**src/rtl/pbi_pkg.sv**
```systemverilog
// Package: shared word layout, tag encoding and field extractors for the
// predicated bundle issue control. Assumes 32-bit words with tag at the top.
package pbi_pkg;
    localparam int WORD_W = 32;
    localparam int REG_W  = 5;
    localparam int RD_LO  = 25;
    localparam int RS1_LO = 20;
    localparam int RS2_LO = 15;

    typedef enum logic [1:0] {
        TAG_IF_T = 2'b00,
        TAG_IF_F = 2'b01,
        TAG_LAST = 2'b10,
        TAG_MORE = 2'b11
    } tag_e;

    typedef logic [WORD_W-1:0] word_t;
    typedef logic [REG_W-1:0]  reg_t;

    function automatic tag_e tag_of(word_t w);
        return tag_e'(w[WORD_W-1 -: 2]);
    endfunction

    function automatic reg_t rd_of(word_t w);
        return w[RD_LO +: REG_W];
    endfunction

    function automatic reg_t rs1_of(word_t w);
        return w[RS1_LO +: REG_W];
    endfunction

    function automatic reg_t rs2_of(word_t w);
        return w[RS2_LO +: REG_W];
    endfunction
endpackage

```
**src/rtl/pbi_former.sv**
```systemverilog
// Module: bundle former. Gathers accepted words into an open bundle and
// reports the closing word together with the assembled lanes.
// Assumes: take is only high when the downstream issue slot can load.
module pbi_former
    import pbi_pkg::*;
#(
    parameter int LANES = 3
) (
    input  logic                          clk,
    input  logic                          rst_n,
    input  logic                          take,
    input  word_t                         word,
    output logic                          close,
    output logic                          bad,
    output logic [LANES-1:0][WORD_W-1:0]  out_w,
    output logic [LANES-1:0]              out_m
);
    localparam int CW = (LANES > 2) ? $clog2(LANES) : 1;

    logic [LANES-1:0][WORD_W-1:0] buf_q;
    logic [CW-1:0]                cnt_q;
    tag_e                         tg;
    logic                         last_slot;

    assign tg        = tag_of(word);
    assign last_slot = (cnt_q == CW'(LANES-1));
    assign close     = take & ((tg != TAG_MORE) | last_slot);
    assign bad       = take & (tg == TAG_MORE) & last_slot;

    // Assemble held words plus the incoming word into lane order.
    always_comb begin
        for (int i = 0; i < LANES; i++) begin
            if (CW'(i) < cnt_q)       out_w[i] = buf_q[i];
            else if (CW'(i) == cnt_q) out_w[i] = word;
            else                      out_w[i] = '0;
            out_m[i] = (CW'(i) <= cnt_q);
        end
    end

    // Hold non-final words; restart the count when a bundle closes.
    always_ff @(posedge clk) begin
        if (!rst_n) begin
            cnt_q <= '0;
            buf_q <= '0;
        end else if (take) begin
            if (close) begin
                cnt_q <= '0;
            end else begin
                buf_q[cnt_q] <= word;
                cnt_q        <= cnt_q + CW'(1);
            end
        end
    end
endmodule

```
**src/rtl/pbi_raw_check.sv**
```systemverilog
// Module: read-after-write detector. Compares every source of the bundle
// waiting to issue with every destination of the bundle in execute.
// Assumes: execute lanes count regardless of their predicate outcome.
module pbi_raw_check
    import pbi_pkg::*;
#(
    parameter int LANES = 3
) (
    input  logic [LANES-1:0][WORD_W-1:0] iss_w,
    input  logic [LANES-1:0]             iss_m,
    input  logic [LANES-1:0][WORD_W-1:0] ex_w,
    input  logic [LANES-1:0]             ex_m,
    output logic                         hazard
);
    // Any source/destination match across the two bundles raises the hazard.
    always_comb begin
        hazard = 1'b0;
        for (int i = 0; i < LANES; i++) begin
            for (int j = 0; j < LANES; j++) begin
                if (iss_m[i] && ex_m[j] &&
                    ((rs1_of(iss_w[i]) == rd_of(ex_w[j])) ||
                     (rs2_of(iss_w[i]) == rd_of(ex_w[j]))))
                    hazard = 1'b1;
            end
        end
    end
endmodule

```
**src/rtl/pbi_exec_stage.sv**
```systemverilog
// Module: execute-stage register and predicate resolution. Holds one bundle
// per cycle and derives each lane's enable from its tag and T.
// Assumes: t_flag is valid in the cycle the bundle sits in this stage.
module pbi_exec_stage
    import pbi_pkg::*;
#(
    parameter int LANES = 3
) (
    input  logic                          clk,
    input  logic                          rst_n,
    input  logic                          load,
    input  logic [LANES-1:0][WORD_W-1:0]  in_w,
    input  logic [LANES-1:0]              in_m,
    input  logic                          in_bad,
    input  logic                          t_flag,
    output logic [LANES-1:0][WORD_W-1:0]  ex_w,
    output logic [LANES-1:0]              ex_m,
    output logic                          ex_bad,
    output logic [LANES-1:0]              wr_en
);
    // Capture an issuing bundle or insert an empty slot.
    always_ff @(posedge clk) begin
        if (!rst_n || !load) begin
            ex_w   <= '0;
            ex_m   <= '0;
            ex_bad <= 1'b0;
        end else begin
            ex_w   <= in_w;
            ex_m   <= in_m;
            ex_bad <= in_bad;
        end
    end

    for (genvar g = 0; g < LANES; g++) begin : g_lane
        tag_e tg;
        logic pass;
        assign tg = tag_of(ex_w[g]);
        // Decide whether this lane's effects are kept under the shared T.
        always_comb begin
            case (tg)
                TAG_IF_T: pass = t_flag;
                TAG_IF_F: pass = ~t_flag;
                default:  pass = 1'b1;
            endcase
        end
        assign wr_en[g] = ex_m[g] & pass;
    end
endmodule

```
**src/rtl/predicated_issue_ctrl.sv**
```systemverilog
// Module: top of the predicated bundle issue control. Forms bundles from
// tagged words, holds one formed bundle in an issue slot, interlocks it on
// register dependencies against execute, and resolves predicates there.
// Assumes: one word per cycle from fetch; single-cycle execute latency.
module predicated_issue_ctrl
    import pbi_pkg::*;
#(
    parameter int LANES = 3
) (
    input  logic                     clk,
    input  logic                     rst_n,
    input  logic                     in_valid,
    input  logic [31:0]              in_word,
    output logic                     in_ready,
    input  logic                     t_flag,
    output logic                     ex_valid,
    output logic [LANES*32-1:0]      ex_lanes,
    output logic [LANES-1:0]         ex_lane_valid,
    output logic [LANES-1:0]         ex_wr_en,
    output logic                     ex_bad
);
    logic                         take, close, bad, hazard, iss_go;
    logic [LANES-1:0][WORD_W-1:0] form_w, iss_w, ex_w;
    logic [LANES-1:0]             form_m, iss_m, ex_m;
    logic                         iss_valid, iss_bad;

    assign iss_go   = iss_valid & ~hazard;
    assign in_ready = ~iss_valid | iss_go;
    assign take     = in_valid & in_ready;

    pbi_former #(.LANES(LANES)) u_form (
        .clk(clk), .rst_n(rst_n), .take(take), .word(in_word),
        .close(close), .bad(bad), .out_w(form_w), .out_m(form_m)
    );

    // Issue slot: loads a closed bundle, empties when it moves to execute.
    always_ff @(posedge clk) begin
        if (!rst_n) begin
            iss_valid <= 1'b0;
            iss_w     <= '0;
            iss_m     <= '0;
            iss_bad   <= 1'b0;
        end else if (close) begin
            iss_valid <= 1'b1;
            iss_w     <= form_w;
            iss_m     <= form_m;
            iss_bad   <= bad;
        end else if (iss_go) begin
            iss_valid <= 1'b0;
        end
    end

    pbi_raw_check #(.LANES(LANES)) u_raw (
        .iss_w(iss_w), .iss_m(iss_m & {LANES{iss_valid}}),
        .ex_w(ex_w), .ex_m(ex_m), .hazard(hazard)
    );

    pbi_exec_stage #(.LANES(LANES)) u_exec (
        .clk(clk), .rst_n(rst_n), .load(iss_go),
        .in_w(iss_w), .in_m(iss_m), .in_bad(iss_bad), .t_flag(t_flag),
        .ex_w(ex_w), .ex_m(ex_m), .ex_bad(ex_bad), .wr_en(ex_wr_en)
    );

    assign ex_lanes      = ex_w;
    assign ex_lane_valid = ex_m;
    assign ex_valid      = ex_m[0];
endmodule

```
**config.mk**
```make
export PLATFORM = sky130hd
export DESIGN_NAME = predicated_issue_ctrl
export DESIGN_NICKNAME = d
export VERILOG_FILES = /design/src/rtl/pbi_pkg.sv /design/src/rtl/pbi_former.sv /design/src/rtl/pbi_raw_check.sv /design/src/rtl/pbi_exec_stage.sv /design/src/rtl/predicated_issue_ctrl.sv
export SDC_FILE = /design/constraint.sdc
export NUM_CORES = 1
export LEC_CHECK = 0
export ABC_AREA = 1
export BUFFER_PORTS_ARGS = -buffer_cell sky130_fd_sc_hd__buf_4
export CAP_MARGIN = 0
export CORE_AREA = 2 2 200 182
export DETAILED_ROUTE_END_ITERATION = 16
export DIE_AREA = 0 0 202 184
export SETUP_SLACK_MARGIN = 0.2
export SLEW_MARGIN = 10
export SYNTH_ARGS = -nofsm -noshare
export SYNTH_HDL_FRONTEND = slang
export SYNTH_SLANG_ARGS = --single-unit
export TNS_END_PERCENT = 5
```
**constraint.sdc**
```tcl
create_clock -name clk -period 3.1 [get_ports clk]
set_input_delay 0.62 -clock clk [delete_from_list [all_inputs] [get_ports clk]]
set_output_delay 0.62 -clock clk [all_outputs]
set_load 0.1 [all_outputs]
```
Word level (Yosys, flattened, before mapping)

Index checks and enable logic that the tools add are counted.

$add $sub $neg: 1
$lt $le $gt $ge: 8
Eq/ne operators: 26
Multiplexer cells: 24
Bitwise operators: 15
Reductions and logical operators: 37

Operators with widths:

| cell                                                                            | number |
|---|---|
| 32-bit two-way mux                                                              | 7 |
| 96-bit bitwise mux                                                              | 1 |
| 5-bit equality test                                                             | 18 |
| 32-bit demux with 2-bit select                                                  | 1 |
| 1-bit logical AND                                                               | 19 |
| 1-bit two-way mux                                                               | 11 |
| 1-bit logical OR                                                                | 10 |
| 1-bit bitwise AND                                                               | 8 |
| 2-bit logical NOT                                                               | 4 |
| 2-bit by 1-bit equality test with 1-bit output, second input constant           | 3 |
| 1-bit case mux with 2 select lines                                              | 3 |
| 2-bit equality test, second input constant                                      | 2 |
| 1-bit by 2-bit less-or-equal comparator with 1-bit output, first input constant | 2 |
| 1-bit by 2-bit < comparator with 1-bit output, first input constant             | 2 |
| 1-bit NOT                                                                       | 4 |
| 3-bit bitwise AND                                                               | 1 |
| 2-bit by 3-bit < comparator with 1-bit output, second input constant            | 1 |
| 2-bit by 1-bit adder with 2-bit output, second input constant                   | 1 |
| 1-bit by 2-bit equality test with 1-bit output, first input constant            | 1 |
| 2-bit equality test, first input constant                                       | 1 |
| 2-bit by 1-bit >= comparator with 1-bit output, second input constant           | 1 |
| 2-bit less-or-equal comparator, first input constant                            | 1 |
| 1-bit logical NOT                                                               | 2 |
| 2-bit < comparator, first input constant                                        | 1 |
| other kinds (5)                                                                 | 6 |

Register bits: 299
Input port bits: 36
Output and inout port bits: 105
Logic and storage cells: 126

Depth between registers and ports, before layout

Gate-level depths: netlist (run 1).

Depth in word-level cells: 19
Mapped depth: 19
Depth with buffers taken out: 16

By module

Synthesis (run 1) repeated with hierarchy kept, for this count alone.

Cell total of the unflattened synthesis: 2,094
Area, all modules: 13,793.2 um^2

By module, submodules not included:

| module                | instances | cells each | area an instance (um^2) | sequential area each (um^2) |
|---|---|---|---|---|
| pbi_former            | 1         | 839        | 5,163.7                 | 1,961.9 |
| predicated_issue_ctrl | 1         | 647        | 4,185.3                 | 2,021.9 |
| pbi_exec_stage        | 1         | 333        | 2,987.9                 | 2,001.9 |
| pbi_raw_check         | 1         | 275        | 1,456.4                 | 0.0 |

Least setup slack after synthesis (run 1)

Ideal clock, no wire load.

Path type: register -> register
Start point: reg u_exec.ex_w[25] in the netlist's numbering
End point: reg iss_w[88] in the netlist's numbering
Setup time: 0.113 ns
Data arrival time: 3.099 ns
Data required time: 2.987 ns
Slack: -0.112 ns
Stages on the path, launching flop included: 18
Path buffers: 3
Period minus slack after synthesis: 3.212 ns
Path through: dfxtp_1 buf_4 xor2_1 nor2_1 nand3_1 nand2_1 nand2_1 nand2_1 nor2_2 nand2_2 nor2_4 nand2_2 nor2_4 buf_8 buf_4 nand2_1 nand2_1 nor2_1

Cells in the longest elaborated chain, start to end: 17
Elaborated cells on any way between the ends: 26
Classes of those cells: 6 x eq/ne; 9 x mux; 5 x bitwise; 6 x reduce/logical

RTL lines:

| item                                   | line                                     | text |
|---|---|---|
| from (decl)                            | pbi_exec_stage.sv:16                     | `output logic [LANES-1:0][WORD_W-1:0] ex_w,` |
| from (signal assigned)                 | pbi_exec_stage.sv:28                     | `ex_w <= in_w;` |
| 5-bit equality test (on tied branches) | pbi_raw_check.sv:21, pbi_raw_check.sv:22 |  |
| 1-bit logical OR                       | pbi_raw_check.sv:21                      | `((rs1_of(iss_w[i]) == rd_of(ex_w[j])) \|\|` |
| 1-bit logical AND                      | pbi_raw_check.sv:20                      | `if (iss_m[i] && ex_m[j] &&` |
| 1-bit two-way mux (6 in a row)         | pbi_raw_check.sv:20                      |  |
| 1-bit two-way mux (*) (3 in a row)     | pbi_raw_check.sv:20                      |  |
| 1-bit NOT (*)                          | predicated_issue_ctrl.sv:27              | `assign iss_go = iss_valid & ~hazard;` |
| 1-bit bitwise AND (*)                  | predicated_issue_ctrl.sv:27              |  |
| 1-bit OR (*)                           | predicated_issue_ctrl.sv:28              | `assign in_ready = ~iss_valid \| iss_go;` |
| net in_ready                           | predicated_issue_ctrl.sv:14              | `output logic in_ready,` |
| 1-bit bitwise AND (*)                  | predicated_issue_ctrl.sv:29              | `assign take = in_valid & in_ready;` |
| 1-bit bitwise AND (*)                  | pbi_former.sv:27                         | `assign close = take & ((tg != TAG_MORE) \| last_slot);` |
| to (signal assigned)                   | predicated_issue_ctrl.sv:45              | `iss_w <= form_w;` |
| to (decl)                              | predicated_issue_ctrl.sv:23              | `logic [LANES-1:0][WORD_W-1:0] form_w, iss_w, ex_w;` |

The timed path passes the listed nets; every way through them passes the cells marked *.
A chain may end at the register's enable or synchronous reset.

Final worst setup path (run 1)

Start point: reg iss_w[83] in the netlist's numbering
End point: out in_ready

Cells in the longest elaborated chain, start to end: 9
Elaborated cells on any way between the ends: 15
Classes of those cells: 3 x eq/ne; 3 x mux; 3 x bitwise; 6 x reduce/logical

RTL lines:

| item                           | line                        | text |
|---|---|---|
| 5-bit equality test            | pbi_raw_check.sv:22         | `(rs2_of(iss_w[i]) == rd_of(ex_w[j]))))` |
| 1-bit logical OR               | pbi_raw_check.sv:21         |  |
| 1-bit logical AND              | pbi_raw_check.sv:20         |  |
| 1-bit two-way mux (2 in a row) | pbi_raw_check.sv:20         |  |
| 1-bit two-way mux (*)          | pbi_raw_check.sv:20         |  |
| 1-bit NOT (*)                  | predicated_issue_ctrl.sv:27 |  |
| 1-bit bitwise AND (*)          | predicated_issue_ctrl.sv:27 |  |
| 1-bit OR (*)                   | predicated_issue_ctrl.sv:28 |  |
| to (decl)                      | predicated_issue_ctrl.sv:14 |  |

Every way passes the cells marked *; elsewhere a longest branch is shown, timed or not.

==> impl_metrics.yaml, run 1 <==
cts:
  cts_sinks: 299
  clk-insertion-delay-late_ps: 540
  htree_num_levels: 2
  cts_made_buffers: 34
  clkTransAtPathRegs_ps: 60
  hold_buffers: 0
  cts_tree: "yes"
  cts-root-buf: "clkbuf_16"
  clockBufferDepth: 3
sta:
  hold_viol_final: 0
  maxSlewViolCount: 0
  setup_ws_ps: 269
  max_freq_mhz: 353
  finalClockSkew_ps: 37.4
  tightest_slew_ps: 1120
  slew-limit-headroom: 0.249
  grt_setup_unrepaired: "false"
  setup_viol: 0
  final.setup.tns_ps: 0
  hold_slack_ps: 330
  post-route-period-util: 0.913
  period_needed_ps: 2830
power:
  seqPwrFrac: 0.463
  power_leakage_nw: 6.97
  peakVddDrop_mv: 0.399
  p_int_mw: 6.41
  netSwitchingPower_mw: 2.29
  switching_share: 0.263
  clock_power_share: 0.447
  powerDensity_nw_per_um2: 573
  combPwrFrac: 0.091
critical_path:
  worstSetupPathType: "register to output port"
  worstPathMaxFanout: 5
  crit_slowest_cell: "dfxtp_1"
  required_ps: 2480
  max_stage_delay_ps: 500
  path_buf_inv: 3
  cp.arrival_ps: 2210
  startpoint_type: "register"
  critPathCaptureType: "output port"
  cpLargestDelayFamily: "simple AND/OR/NAND/NOR gates"
  cp_common_cell: "nand2_1"
  crit_chain: "inv_1, nand2_1, nand2_1, nor2_1, nand3_1, nand2_1, nand2_1, nand3_1, nand2_1, inv_2, nor2_4, buf_8"
synth:
  synthFlopType: "dfxtp_1"
  synth_common_cells: "nand2_1, nor2_1, dfxtp_1"
  syn-num-nets: 1890
  yosysSeqAreaShare: 0.467
  synth_area_leaders: "dfxtp_1, nand2_1, nor2_1"
  synth_top_area_share: 0.467
  synthMostInstantiatedCell: "nand2_1"
  synth_area_um2: 12800
  ys_types: 27
  synth-edff-count: 0
  syn_area_per_cell_um2: 6.93
  yosysWarnings: 0
  ys_ff_latch: 299
  synth_async_sr_flop_share: 0
  netlist.top_cell.by_area: "dfxtp_1"
  synthCells: 1849
global_routing:
  track_usage: 0.207
  met3_usage: 0.0370
  grt_pass1_vias: 10500
  grt_antenna_before_repair: 0
  grt_max_degree: 71
  grt_busiest_layer: "met2"
  use_met2: 0.330
  overflow: 0
  met1_usage: 0.284
  grt_pass1_wl_um: 60400
hold_path:
  hp-class: "input pin to register"
detailed_routing:
  routed-via-count: 11300
  drt-initial-drc-count: 754
  viasPerCell: 4.65
  wl_um: 38100
  drc: 0
  first_pass_iters: 7
  avgRoutedWirePerCell_um: 15.7
  postRouteAntennaNets: 0
final_layout:
  layout-drive-gt1-share: 0.147
  antenna_cells: 0
  area_growth_pct: 18.6
  fin_nets: 1968
place:
  dp_hpwl_um: 26400
  dp_slack_ps: 602
  io_buffers: 140
  gp_congestion: 0.877
floorplan:
  rows: 65
  ioPinCount: 141
  die_x_um: 202
  coreArea_um2: 34900
  die_h_um: 184
  initial_utilization: 0.367
  dieArea_um2: 37200
run_status:
  status: "finished, final reports clean"
flow_run:
  max_cap_violations: 0
[flip-flops by register name, indices dropped and copies added (netlist names)]
| register | cells |
|---|---|
| iss_w | 96 |
| u_exec.ex_w | 96 |
| u_form.buf_q | 96 |
| iss_m | 3 |
| u_exec.ex_m | 3 |
| u_form.cnt_q | 2 |
| iss_bad | 1 |
| iss_valid | 1 |
| u_exec.ex_bad | 1 |
[tightest hold or removal path, delay by kind of cell]
kind | cells | cell delay, ps
buf+inv | 1 | 90
simple gates | 2 | 120
[power groups by stage]
stage / clock network [mW] / logic (mW) / registers, mW
floorplan: 0 / 0.503 / 4.15
global placement: 0 / 0.786 / 4.11
detailed placement: 0 / 0.786 / 4.11
CTS: 3.99 / 0.790 / 4.02
global route: 4.16 / 0.885 / 4.03
finish: 3.89 / 0.788 / 4.02
[placed cells by master (no fill, tap or decap), drive strengths merged]
cell,instances
a21oi,77
buf,163
clkbuf,47
clkinv,10
clkinvlp,4
dfxtp,299
ha,5
inv,232
nand2,546
nand3,26
nand3b,1
nand4,31
nor2,335
o21ai,101
o31ai,30
xnor2,18
xor2,28
[worst paths after layout]
path	end	slack, ps	from	cells past startpoint
worst min-delay path	u_form.buf_q[24]$_SDFFE_PN0P_	330	in_word[24]	3
worst max-delay path	in_ready	270	iss_w[83]$_SDFFE_PN0P_	12
worst max register to register	u_exec.ex_w[84]$_SDFF_PP0_	560	iss_w[56]$_SDFFE_PN0P_	14
worst min register to register	u_exec.ex_w[89]$_SDFF_PP0_	410	iss_w[89]$_SDFFE_PN0P_	2
[layer usage]
layer / part of all wire / vias to the layer above
met3: 0.049 / 65
met2: 0.45 / 276
met1: 0.47 / 5161
met5: 0 / -
met4: 0.027 / 0
li1: - / 5749
[what timing repair did]
| item | in CTS | in global routing |
|---|---|---|
| pin swaps | 1 | 0 |
| setup buffers | 1 | 0 |
| resized for setup | 5 | 5 |
| gates cloned | 0 | 0 |
| setup endpoints to repair | 1 | 1 |
[kinds of logic (layout without fill, tap and decap cells)]
| family | count (synthesis) | after routing | synth area share |
|---|---|---|---|
| buffers and inverters | 352 | 456 | 0.118 |
| AOI/OAI and AO/OA | 208 | 208 | 0.0900 |
| xor gates and xnor gates | 46 | 46 | 0.0314 |
| and+or+nand+nor | 939 | 939 | 0.288 |
| adders and majority gates | 5 | 5 | 0.00488 |
| DFF | 299 | 299 | 0.467 |
[through the flow]
step,utilization,instance area [um^2],power [mW],instances
2_1_floorplan,-,12800,4.65,1849
3_3_place_gp,0.404,14100,4.89,2359
3_5_place_dp,0.404,14100,4.90,2359
4_1_cts,0.435,15200,8.80,2422
5_1_grt,0.435,15200,9.08,2422
6_report,0.435,15200,8.70,2422
[cell type report]
cell class,count,area (um^2)
fillers,3619,19700
flip-flops and latches,299,6020
multi-input cells,1198,5330
repair buffers,163,1310
clock buffers,47,980
inverters,231,867
well taps,469,587
clock inverters,15,104
Power figures use the tool's default switching activity.
==> run 2: changes to the inputs <==
Settings changed: CORE_AREA 2 2 200 182 to 2 2 190 192, DIE_AREA 0 0 202 184 to 0 0 192 194.
Clock period 3.1 ns to 3.2 ns, I/O delays scaled along.
==> run 2 against run 1 <==
Clock skew is 19 ps lower; count of clock-buffer cells in the layout is 8 higher; register-to-register slack worse by 70 ps; die area is 0.22% higher; largest power group is now clock; via count stayed put; non-clock buffer count is 1 higher; critical path type unchanged.
==> impl_metrics.yaml, run 2 (same netlist as run 1, synthesis figures left out) <==
final_layout:
  layout_commonest_cell: "nand2_1"
  design_area_um2: 15300
  fin_nets: 1970
  fill_cells: 3733
  layout_common_cells: "nand2_1, nor2_1, dfxtp_1"
  seq_area_um2: 6010
  instances_no_fill: 2417
  area_growth_pct: 19.8
  top_regs: "iss_w: 96 flops, u_exec.ex_w: 96 flops, u_form.buf_q: 96 flops"
  antenna_cells: 0
  multi_input_area_um2: 5330
  layout-drive-gt1-share: 0.145
power:
  powerDensity_nw_per_um2: 574
  seqPwrFrac: 0.442
  power_leakage_nw: 7.05
  clock_power_share: 0.471
  switching_share: 0.248
  peakVddDrop_mv: 0.344
  netSwitchingPower_mw: 2.18
  combPwrFrac: 0.087
  p_int_mw: 6.63
cts:
  postCtsSetupRepairBufs: 0
  htree_num_levels: 2
  cts-root-buf: "clkbuf_16"
  clkTransAtPathRegs_ps: 60
  cts_made_buffers: 35
  clk-insertion-delay-late_ps: 510
  cts_tree: "yes"
  clockBufferDepth: 3
  cts_sinks: 299
critical_path:
  reg2reg_from: "iss_w[55]$_SDFFE_PN0P_"
  startpoint_type: "register"
  worstPathMaxFanout: 6
  rrSetupSlack_ps: 490
  cp.arrival_ps: 2300
  required_ps: 2560
  reg2reg_to: "u_exec.ex_w[59]$_SDFF_PP0_"
  rr_worst_depth: 14
  worstSetupPathType: "register to output port"
  critPathCaptureType: "output port"
place:
  dp_cells: 2353
  dpl-instance-area_um2: 14100
  gp_congestion: 0.839
  dp_hpwl_um: 25800
  dp_slack_ps: 504
  io_buffers: 140
detailed_routing:
  drt-initial-drc-count: 703
  drc: 0
  first_pass_iters: 5
  routed-via-count: 11300
  avgRoutedWirePerCell_um: 15.5
  wl_um: 37600
  viasPerCell: 4.65
  postRouteAntennaNets: 0
sta:
  maxSlewViolCount: 0
  grt_setup_unrepaired: "true"
  finalClockSkew_ps: 18.8
  post-route-period-util: 0.920
  period_needed_ps: 2940
  final.setup.tns_ps: 0
  slew-limit-headroom: 0.534
  hold_slack_ps: 368
  setup_ws_ps: 256
  tightest_slew_ps: 699
  max_freq_mhz: 340
  setup_viol: 0
  hold_viol_final: 0
hold_path:
  hp-class: "input pin to register"
  min_from: "in_word[5]"
  holdPathStages: 3
  holdPathEnd: "u_form.buf_q[5]$_SDFFE_PN0P_"
floorplan:
  ioPinCount: 141
  die_h_um: 194
  dieArea_um2: 37200
  coreArea_um2: 35200
  die_x_um: 192
  initial_utilization: 0.364
  rows: 69
run_status:
  status: "finished, final reports clean"
global_routing:
  grt_max_degree: 117
  grt_pass1_vias: 10500
  grt_antenna_before_repair: 0
  grt_pass1_wl_um: 58700
  track_usage: 0.199
  overflow: 0
flow_run:
  max_cap_violations: 0
[run 2: stage by stage]
step | power [mW] | utilization
detailed placement | 4.75 | 0.401
finish | 8.82 | 0.436
global placement | 4.74 | 0.401
global route | 9.16 | 0.436
CTS | 8.91 | 0.436
floorplan | 4.50 | -
[run 2: per-layer routing]
metal	vias up	wire, um	track usage
met5	-	0	0
met4	0	1030	0.0599
met3	67	2080	0.0362
met2	267	17300	0.326
met1	5170	17200	0.267
li1	5747	-	-
[run 2: power by group through the flow]
stage | Sequential (mW) | Combinational [mW] | Clock [mW]
6_report | 3.90 | 0.767 | 4.15
5_1_grt | 3.91 | 0.860 | 4.39
4_1_cts | 3.90 | 0.771 | 4.24
3_5_place_dp | 3.98 | 0.768 | 0
3_3_place_gp | 3.98 | 0.764 | 0
2_1_floorplan | 4.02 | 0.488 | 0
[run 2: cell type report]
| cell class | instances | area share |
|---|---|---|
| clock inverter | 9 | 0.00913 |
| timing repair buffer | 164 | 0.0872 |
| multi-input combinational | 1198 | 0.347 |
| sequential | 299 | 0.391 |
| inverter | 231 | 0.0567 |
| tap | 461 | 0.0376 |
| clock buffer | 55 | 0.0705 |
[run 2: timing repair]
item	in CTS	in global routing
setup endpoints to repair	1	2
hold buffers	0	0
resized for setup	3	1
[run 2: how the worst max path moves through the flow]
stage                                    start                    endpoint
floorplan           u_exec.ex_w[25]$_SDFF_PP0_      iss_w[88]$_SDFFE_PN0P_
detailed placement  u_exec.ex_w[28]$_SDFF_PP0_  u_exec.ex_w[80]$_SDFF_PP0_
global placement    u_exec.ex_w[28]$_SDFF_PP0_  u_exec.ex_w[23]$_SDFF_PP0_
finish                  iss_w[55]$_SDFFE_PN0P_                    in_ready
global route            iss_w[55]$_SDFFE_PN0P_                    in_ready
CTS                     iss_w[55]$_SDFFE_PN0P_                    in_ready
[run 2: critical path, stage by stage, from the launching register on]
cell	delay, ps
dfxtp_1	390
inv_1	180
nand2_1	70
nand2_1	80
nor2_1	40
nand3_1	110
nand2_1	90
nand2_1	60
nand2_1	60
nor2_2	130
nand2_2	80
nor2_4	240
buf_8	250
==> run 3: changes to the inputs <==
Clock period 3.2 ns to 2.9 ns, I/O delays scaled along.
==> run 3 against run 2 <==
Count of clock-buffer cells in the layout is 4 lower; final cell count grew 0.29%; combinational power increased by 9.9%; critical path type unchanged; first-iteration DRC count down 2.4%.
==> impl_metrics.yaml, run 3 (same netlist as run 1, synthesis figures left out) <==
detailed_routing:
  drt-initial-drc-count: 686
  routed-via-count: 11200
  first_pass_iters: 5
  postRouteAntennaNets: 0
  drc: 0
  wl_um: 36900
  avgRoutedWirePerCell_um: 15.2
  viasPerCell: 4.63
floorplan:
  coreArea_um2: 35200
  die_x_um: 192
  rows: 69
  ioPinCount: 141
  dieArea_um2: 37200
  die_h_um: 194
  initial_utilization: 0.364
final_layout:
  area_growth_pct: 21.2
  layout_common_cells: "nand2_1, nor2_1, dfxtp_1"
  fill_cells: 3611
  layout_commonest_cell: "nand2_1"
  multi_input_area_um2: 5360
  instances_no_fill: 2424
  top_regs: "iss_w: 96 flops, u_exec.ex_w: 96 flops, u_form.buf_q: 96 flops"
  seq_area_um2: 6070
  layout-drive-gt1-share: 0.163
  fin_nets: 1976
critical_path:
  worstSetupPathType: "register to output port"
  required_ps: 2320
  cp.arrival_ps: 2040
  startpoint_type: "register"
  critPathCaptureType: "output port"
  worstPathMaxFanout: 6
cts:
  cts-root-buf: "clkbuf_16"
  cts_made_buffers: 35
  clk-insertion-delay-late_ps: 540
  clkTransAtPathRegs_ps: 60
  cts_sinks: 299
  hold_buffers: 0
  cts_tree: "yes"
  htree_num_levels: 2
  clockBufferDepth: 3
sta:
  setup_viol: 0
  hold_viol_final: 0
  final.setup.tns_ps: 0
  slew-limit-headroom: 0.554
  maxSlewViolCount: 0
  period_needed_ps: 2620
  max_freq_mhz: 382
  grt_setup_unrepaired: "true"
  tightest_slew_ps: 669
  post-route-period-util: 0.903
  finalClockSkew_ps: 26.5
place:
  io_buffers: 140
  dp_hpwl_um: 25200
  gp_congestion: 0.829
  dp_cells: 2354
power:
  peakVddDrop_mv: 0.446
  power_leakage_nw: 7.12
  powerDensity_nw_per_um2: 638
global_routing:
  grt_pass1_wl_um: 57700
  grt_max_degree: 63
  overflow: 0
  grt_antenna_before_repair: 0
  track_usage: 0.197
  grt_pass1_vias: 10500
flow_run:
  max_cap_violations: 0
hold_path:
  hp-class: "input pin to register"
run_status:
  status: "finished, final reports clean"
## run 3: cell types whose count changed in the layout (fill, tap and decap cells not counted), moves of 2 or more
cell        delta
bufinv_16      +3
inv_16         +2
clkinvlp_4     -2
clkbuf_8       -4
dfxtp_4       +14
inv_1          -4
nor2_1         -6
nor2_2         +6
inv_4          +4
dfxtp_2        +5
buf_4          +6
inv_2          +2
dfxtp_1       -19
## run 3: power breakdown
part	leakage [nW]	total [mW]	internal (mW)	switching, mW
Clock	0.614	4.77	2.98	1.79
Combinational	4.06	0.843	0.262	0.581
Sequential	2.45	4.29	4.21	0.0857
## run 3: cell type report
class	count	share of cell area
antenna	1	0.000161
multi-input combinational	1198	0.345
clock inverter	13	0.0163
timing repair buffer	170	0.0895
sequential	299	0.391
tap	461	0.0372
inverter	231	0.0563
clock buffer	51	0.0648
## run 3: metrics by stage
step | hold slack [ps] | setup WS (ps) | utilization | area, um^2 | power, mW
final | 282 | 281 | 0.441 | 15500 | 9.91
after floorplan | 399 | 206 | - | 12900 | 4.96
after CTS | 260 | 203 | 0.439 | 15400 | 10.0
after global routing | 286 | 178 | 0.441 | 15500 | 10.3
after global placement | 405 | 382 | 0.401 | 14100 | 5.21
after detailed placement | 406 | 395 | 0.401 | 14100 | 5.22
## run 3: path summary, 6_finish.rpt
check	start	to	slack (ps)	cells after the start
worst max-delay path	u_exec.ex_w[28]$_SDFF_PP0_	in_ready	280	10
worst min-delay path	in_word[4]	u_form.buf_q[4]$_SDFFE_PN0P_	280	3
worst max register to register	u_exec.ex_w[28]$_SDFF_PP0_	iss_w[35]$_SDFFE_PN0P_	390	16
worst min register to register	iss_w[90]$_SDFFE_PN0P_	u_exec.ex_w[90]$_SDFF_PP0_	420	2
## run 3: worst max-delay path, stage by stage (launching register included)
cell and delay (ps):
dfxtp_4 390, buf_12 150, xnor2_1 130, nand3_1 90, nand2_1 100, nand2_1 70, nand2_1 50, nor2_2 140
nand2_2 80, nor2_4 120, buf_12 190
## run 3: timing repair
| action | CTS | global route |
|---|---|---|
| endpoints found under the setup margin | 1 | 13 |
| setup buffers | 2 | 3 |
| gates resized for setup | 12 | 26 |
| pin swaps | 1 | 1 |
## run 3: per-layer routing
layer  part of all wire  vias to the layer above  GRT usage
met5                  0                        -          0
met4              0.028                        0     0.0636
met3              0.048                       57     0.0313
met2               0.47                      250      0.327
met1               0.45                     5148      0.260
li1                   -                     5764          -
